--- config.mk ---
export PLATFORM = sky130hd
export DESIGN_NAME = cache_activity_monitor
export DESIGN_NICKNAME = d
export VERILOG_FILES = /design/src/rtl/cam_pkg.sv /design/src/rtl/cam_counter.sv /design/src/rtl/cam_regs.sv /design/src/rtl/cache_activity_monitor.sv
export SDC_FILE = /design/constraint.sdc
export NUM_CORES = 1
export LEC_CHECK = 0
export BUFFER_PORTS_ARGS = -buffer_cell sky130_fd_sc_hd__buf_2
export CAP_MARGIN = 20
export CELL_PAD_IN_SITES_DETAIL_PLACEMENT = 1
export CELL_PAD_IN_SITES_GLOBAL_PLACEMENT = 2
export CORE_ASPECT_RATIO = 1.25
export CORE_MARGIN = 1
export CORE_UTILIZATION = 40
export CTS_CLUSTER_SIZE = 25
export DETAILED_ROUTE_END_ITERATION = 8
export GPL_TIMING_DRIVEN = 0
export PLACE_DENSITY_LB_ADDON = 0.3
export SETUP_SLACK_MARGIN = 0.02
export SLEW_MARGIN = 15
export SYNTH_ARGS = -nofsm -noshare
export SYNTH_HDL_FRONTEND = slang
export SYNTH_HIERARCHICAL = 1
export SYNTH_SLANG_ARGS = --single-unit
--- constraint.sdc ---
create_clock -name clk -period 3.5 [get_ports clk]
set_input_delay 0.35 -clock clk [delete_from_list [all_inputs] [get_ports clk]]
set_output_delay 0.35 -clock clk [all_outputs]
set_load 0.02 [all_outputs]
--- src/rtl/cam_pkg.sv ---
package cam_pkg;
  localparam int unsigned N_EV     = 4;
  localparam int unsigned EV_REQ   = 0;
  localparam int unsigned IDX_CTRL = 0;
  localparam int unsigned IDX_STAT = 1;
  localparam int unsigned IDX_LIVE = 2;
  localparam int unsigned IDX_SHAD = IDX_LIVE + N_EV;
  localparam int unsigned CTRL_EN  = 0;
  localparam int unsigned CTRL_CLR = 1;
  localparam int unsigned CTRL_ACK = 2;
endpackage

--- src/rtl/cam_counter.sv ---
module cam_counter #(
  parameter int unsigned W = 16
) (
  input  logic         clk,
  input  logic         rst_n,
  input  logic         count_en,
  input  logic         event_i,
  input  logic         clear_i,
  input  logic         close_i,
  output logic [W-1:0] live_o,
  output logic [W-1:0] shadow_o
);
  function automatic logic [W-1:0] bump(input logic [W-1:0] v, input logic inc);
    return v + {{(W-1){1'b0}}, inc};
  endfunction

  logic [W-1:0] stepped;
  assign stepped = bump(live_o, event_i);

  always_ff @(posedge clk or negedge rst_n) begin
    if (!rst_n) begin
      live_o   <= '0;
      shadow_o <= '0;
    end else if (clear_i) begin
      live_o <= '0;
    end else if (close_i) begin
      live_o   <= '0;
      shadow_o <= stepped;
    end else if (count_en) begin
      live_o <= stepped;
    end
  end

  p_clear_wins_r6: assert property (@(posedge clk) disable iff (!rst_n)
    clear_i |=> live_o == '0);
  p_hold_when_off_r3: assert property (@(posedge clk) disable iff (!rst_n)
    (!count_en && !clear_i && !close_i) |=> $stable(live_o));
  p_single_step_r2: assert property (@(posedge clk) disable iff (!rst_n)
    (count_en && event_i && !clear_i && !close_i) |=> live_o == $past(live_o) + 1'b1);
  p_shadow_hold_r8: assert property (@(posedge clk) disable iff (!rst_n)
    !close_i |=> $stable(shadow_o));
endmodule

--- src/rtl/cam_regs.sv ---
module cam_regs
  import cam_pkg::*;
#(
  parameter int unsigned ADDR_W = 4,
  parameter int unsigned DATA_W = 32,
  parameter int unsigned W      = 16
) (
  input  logic                clk,
  input  logic                rst_n,
  input  logic                bus_wr,
  input  logic [ADDR_W-1:0]   bus_addr,
  input  logic [DATA_W-1:0]   bus_wdata,
  input  logic                close_i,
  input  logic [N_EV*W-1:0]   live_flat,
  input  logic [N_EV*W-1:0]   shadow_flat,
  output logic                enable_o,
  output logic                clear_o,
  output logic                irq_o,
  output logic [DATA_W-1:0]   bus_rdata
);
  logic ctrl_wr;
  logic ack;
  logic unused_wdata_bits;

  assign ctrl_wr           = bus_wr && (bus_addr == ADDR_W'(IDX_CTRL));
  assign clear_o           = ctrl_wr && bus_wdata[CTRL_CLR];
  assign ack               = ctrl_wr && bus_wdata[CTRL_ACK];
  assign unused_wdata_bits = ^bus_wdata[DATA_W-1:CTRL_ACK+1];

  always_ff @(posedge clk or negedge rst_n) begin
    if (!rst_n) begin
      enable_o <= 1'b0;
      irq_o    <= 1'b0;
    end else begin
      if (ctrl_wr) enable_o <= bus_wdata[CTRL_EN];
      if (close_i)  irq_o <= 1'b1;
      else if (ack) irq_o <= 1'b0;
    end
  end

  always_comb begin
    bus_rdata = '0;
    if (bus_addr == ADDR_W'(IDX_CTRL)) bus_rdata[CTRL_EN] = enable_o;
    if (bus_addr == ADDR_W'(IDX_STAT)) bus_rdata[0] = irq_o;
    for (int i = 0; i < int'(N_EV); i++) begin
      if (bus_addr == ADDR_W'(IDX_LIVE + i)) bus_rdata = DATA_W'(live_flat[i*W +: W]);
      if (bus_addr == ADDR_W'(IDX_SHAD + i)) bus_rdata = DATA_W'(shadow_flat[i*W +: W]);
    end
  end

  p_irq_set_r5: assert property (@(posedge clk) disable iff (!rst_n)
    close_i |=> irq_o);
  p_irq_hold_r5: assert property (@(posedge clk) disable iff (!rst_n)
    (irq_o && !ack) |=> irq_o);
  p_irq_ack_r5: assert property (@(posedge clk) disable iff (!rst_n)
    (ack && !close_i) |=> !irq_o);
  p_irq_only_on_close_r3: assert property (@(posedge clk) disable iff (!rst_n)
    $rose(irq_o) |-> $past(close_i));
endmodule

--- src/rtl/cache_activity_monitor.sv ---
module cache_activity_monitor
  import cam_pkg::*;
#(
  parameter int unsigned CNT_W  = 16,
  parameter int unsigned ADDR_W = 4,
  parameter int unsigned DATA_W = 32
) (
  input  logic              clk,
  input  logic              rst_n,
  input  logic              req_evt,
  input  logic              tag_evt,
  input  logic              data_evt,
  input  logic              bkg_evt,
  input  logic              bus_wr,
  input  logic [ADDR_W-1:0] bus_addr,
  input  logic [DATA_W-1:0] bus_wdata,
  output logic [DATA_W-1:0] bus_rdata,
  output logic              irq
);
  localparam logic [CNT_W-1:0] LAST_STEP = {{(CNT_W-1){1'b1}}, 1'b0};

  logic [N_EV-1:0]       ev_vec;
  logic [CNT_W-1:0]      live_w   [N_EV];
  logic [CNT_W-1:0]      shadow_w [N_EV];
  logic [N_EV*CNT_W-1:0] live_flat;
  logic [N_EV*CNT_W-1:0] shadow_flat;
  logic                  enable;
  logic                  clear;
  logic                  window_close;

  assign ev_vec       = {bkg_evt, data_evt, tag_evt, req_evt};
  assign window_close = enable && ev_vec[EV_REQ] && !clear && (live_w[EV_REQ] == LAST_STEP);

  for (genvar g = 0; g < int'(N_EV); g++) begin : g_cnt
    cam_counter #(.W(CNT_W)) u_cnt (
      .clk      (clk),
      .rst_n    (rst_n),
      .count_en (enable),
      .event_i  (ev_vec[g]),
      .clear_i  (clear),
      .close_i  (window_close),
      .live_o   (live_w[g]),
      .shadow_o (shadow_w[g])
    );
    assign live_flat[g*CNT_W +: CNT_W]   = live_w[g];
    assign shadow_flat[g*CNT_W +: CNT_W] = shadow_w[g];
  end

  cam_regs #(.ADDR_W(ADDR_W), .DATA_W(DATA_W), .W(CNT_W)) u_regs (
    .clk         (clk),
    .rst_n       (rst_n),
    .bus_wr      (bus_wr),
    .bus_addr    (bus_addr),
    .bus_wdata   (bus_wdata),
    .close_i     (window_close),
    .live_flat   (live_flat),
    .shadow_flat (shadow_flat),
    .enable_o    (enable),
    .clear_o     (clear),
    .irq_o       (irq),
    .bus_rdata   (bus_rdata)
  );

  p_req_never_full_r4: assert property (@(posedge clk) disable iff (!rst_n)
    live_w[EV_REQ] != '1);
  p_close_restart_r4: assert property (@(posedge clk) disable iff (!rst_n)
    window_close |=> (live_w[EV_REQ] == '0) && (shadow_w[EV_REQ] == '1));
endmodule

==> results summary <==
dfrtp_1 takes more of the synthesized area than any other cell. The synthesized netlist occupies a cell area of 8170 um2. The number of clock sinks came out at 130. The kind of path behind the tightest hold check is input port to register.

The total die area is between 20000 and 25000 um2. The critical path in this run is classified as input port to register. Registers take 3250 um2. For the worst setup path, the data arrival time is 3360 ps. Port buffering added 29 buffers. The number of setup buffers added after CTS is 0.

The library cell used most frequently in the layout, excluding fill and tap cells, is dfrtp_1. The pre-antenna-repair detailed-routing pass consisted of 6 iterations. The placer's final routability congestion estimate came out at roughly 0.86. The clock tree from TritonCTS is yes. Summed over all cells, the static leakage comes to 0.00388 uW. Global routing finished with a remaining overflow of 0. The width of the die is 130 um. The startpoint identified for the worst register-to-register timing path is u_regs/enable_o. The number of buffers created by CTS is 17. The layout overhead on the synthesized area came out at 14.6%. The post-layout minimum cycle time came out at between 3000 and 4000 ps. The most frequently used flop master after synthesis is dfrtp_1. Measured against its own limit, the worst slew margin works out to between 50% and 60%. The H-tree was split into 4 levels. On the final layout, the worst hold slack is between 100 and 150 ps. The final-report max-slew violation count came out at 0. The required time of the worst setup path came out at between 3000 and 4000 ps. STA classifies the critical path endpoint as a register. The final layout contains routed wiring with a total length of ~25000 um. The total area of multi-input combinational cells came out at about 4400 um2. The final antenna diode count is 0. The final net count came out at ~1000. Among all stages on the critical path, the largest delay is contributed by nor2_2. The height of the chip came out at between 150 and 200 um. The total setup violations reported at the end of the flow came out at 0. The detailed-route vias per instance came out at ~5.6.

The top cell type's share of synthesized area came out at 39.8%. The capturing point of the worst reg2reg path is g_cnt[3].u_cnt/live_o[5]. After routing the design area is about 9400 um2. The path with the worst hold slack has its endpoint at u_regs/enable_o. The highest ir drop seen on vdd is about 0.00032 V. The worst path setup slack after routing came out at about 480 ps. The via count came out at about 7000. The slew of the pin with the lowest slew margin came out at ~630 ps. The first-pass GRT wire length came out at 40100 um. The cell at the root of the clock tree is clkbuf_16. The post-route clock skew is 11.3 ps. The initial utilization of the core area, before any placement, comes to 40.6%.

Setup repair after global routing left no endpoint under its margin. The count of distinct cell types in the synthesized netlist is 56. The final worst-path cycle share came out at a little under nine tenths.

The maximum frequency from static timing analysis came out at approximately 330 MHz. The number of flops mapped to enable cells by yosys came out at 0. Grouping stages by cell kind, the critical path spends the most delay in simple AND/OR/NAND/NOR gates. The number of hold violations in the final report is 0. The tool flagged a number of max-cap violations equal to 0. The core region is 20100 um2. The count of standard-cell rows is just under 60. The remaining number of nets flagged by the antenna check after routing came out at 0.

Traced cell by cell, the critical path runs through buf_2 > nor2_2 > buf_4 > nand3_1 > nor2_2 > nand4b_1 > nor4_1 > and4_1 > or2_2 > clkbuf_1 > clkbuf_1 > nor2_1. In this run the most critical hold path is launched from bus_wdata[0]. The flow ran to the end, and the final reports show no timing, DRC or antenna violations. Yosys printed 6 warnings. Before CTS, the worst setup slack after placement is -291 ps. Synthesis produced roughly 900 cells.

The library cells used most frequently in the layout, excluding fill and tap cells, are 130 x dfrtp_1, 91 x nand2_1, 80 x xnor2_1. The part of the Yosys area used for sequential elements came out at approximately two fifths. The filler cell count came out at 2447. The count of boundary I/O pins is 76. The slack of the worst reg-to-reg path is about 670 ps. The via count of the first global-routing pass came to between 7000 and 8000. The placed instance area is roughly 8700 um2. Of all nets on the critical path, the largest fanout is 10. The power density over the cells came out at ~480 nW/um2.

The number of buffers and inverters on the critical path came out at 4. The maximum root-to-sink buffer count came out at 2. The number of stages on the worst setup path came out at 12. In the final routed layout, each cell accounts on average for 20.2 um.

The detailed router finished its first iteration with 450 violations. The insertion delay to the later sink of the worst-skew pair came out at ~420 ps. The overall routing resource usage is between 20% and 30%. The synthesis-stage register bit count came out at 130. STA classifies the critical path startpoint as an input port. The share of layout cells above drive strength 1 is 16.5%. The cell depth of the worst hold path is 2. By area the synthesized netlist is led by dfrtp_1 40%, xnor2_1 8.6%, o21ai_0 4.5%.

The number of cells on the worst reg-to-reg path is 7. The largest net degree at the start of global routing is 76. The mean instance size in the synthesized netlist came out at 9.04 um2. For this run, asynchronously set or reset flops after synthesis account for 100%. The clock transition time at the flip-flop clock pins of the worst setup and hold paths is 60 ps. The largest single stage delay on the critical path is ~450 ps.

The number of remaining DRC errors is 0. The number of antenna violations at the first check in global routing came out at 0. The HPWL after detailed placement is 18800 um.
worst register-to-register path: stages, from the launching register on:
cell      delay [ps]
dfrtp_1          550
nand4b_1         170
nor4_1           270
and4_1           610
or2_2            210
clkbuf_1         270
clkbuf_1         480
nor2_1           130
final cells by class:
type                    instances  share of cell area (%)
multi-input cells             676                    46.7
plain buffers                  91                    5.53
repair buffers                 31                    2.06
inverters                      22                   0.882
clock buffers                  23                    5.10
clock inverters                 9                    1.38
flip-flops and latches        130                    34.7
well taps                     270                    3.61
cell usage after synthesis, drive strengths merged, types with 9 or more instances:
| cell | n |
|---|---|
| nand3 | 37 |
| dfrtp | 130 |
| nand2 | 92 |
| nand4 | 23 |
| clkbuf | 28 |
| nand2b | 10 |
| o21ai | 77 |
| xor2 | 24 |
| o22ai | 18 |
| nor4 | 25 |
| a22oi | 14 |
| mux2i | 13 |
| a222oi | 9 |
| mux2 | 19 |
| a22o | 10 |
| a21o | 13 |
| inv | 22 |
| a21oi | 26 |
| buf | 63 |
| nor3 | 31 |
| or3 | 12 |
| nor2 | 68 |
| xnor2 | 80 |
per-stage QoR:
stage	power, uW	setup TNS [ps]	std cells	utilization [%]
2_1_floorplan	2380	0	919	-
3_3_place_gp	2660	-9870	1218	43.3
3_5_place_dp	2680	-12600	1219	43.5
4_1_cts	4550	0	1252	46.6
5_1_grt	4710	0	1252	46.6
6_report	4510	0	1252	46.6
flip-flops by register name, indices dropped and copies added, names as in the netlist:
register,flops
g_cnt.u_cnt/shadow_o,64
u_regs/enable_o,1
u_regs/irq_o,1
g_cnt.u_cnt/live_o,64
report_power, final:
| group | switching (uW) | total [uW] | internal, uW |
|---|---|---|---|
| sequential | 205 | 1820 | 1610 |
| combinational | 505 | 837 | 332 |
| clock | 676 | 1850 | 1170 |
| total | 1390 | 4510 | 3120 |
routing by layer:
metal,wire length (um),up-vias,track usage (%)
li1,-,3284,-
met5,0,-,0
met3,753,37,3.69
met1,10800,3512,31.2
met4,698,0,9.83
met2,13100,142,44.7
worst max path at each step:
stage / slack, ps / from / endpoint
after floorplan: 1120 / bus_addr[0] / g_cnt[0].u_cnt/shadow_o[0]
after global placement: -250 / bus_addr[0] / g_cnt[1].u_cnt/live_o[5]
after detailed placement: -290 / bus_addr[0] / g_cnt[0].u_cnt/live_o[11]
after CTS: 160 / bus_addr[0] / g_cnt[1].u_cnt/live_o[12]
after global routing: 260 / bus_addr[0] / g_cnt[1].u_cnt/live_o[6]
final: 480 / bus_addr[1] / g_cnt[3].u_cnt/live_o[5]
timing repair:
action	in CTS	in global routing
gates resized for setup	0	1
setup endpoints to repair	0	4
endpoints found under the hold margin	55	0
hold buffers	1	0
logic make-up after synthesis:
family / Yosys count / share of synthesized area [%]
buf+inv: 113 / 7.35
compound gates: 182 / 13.9
mux: 32 / 4.58
other cells: 1 / 0.0459
flops: 130 / 39.8
simple gates: 334 / 21.9
fa+ha+maj: 8 / 1.23
xor+xnor: 104 / 11.1
Power figures use the tool's default switching activity.
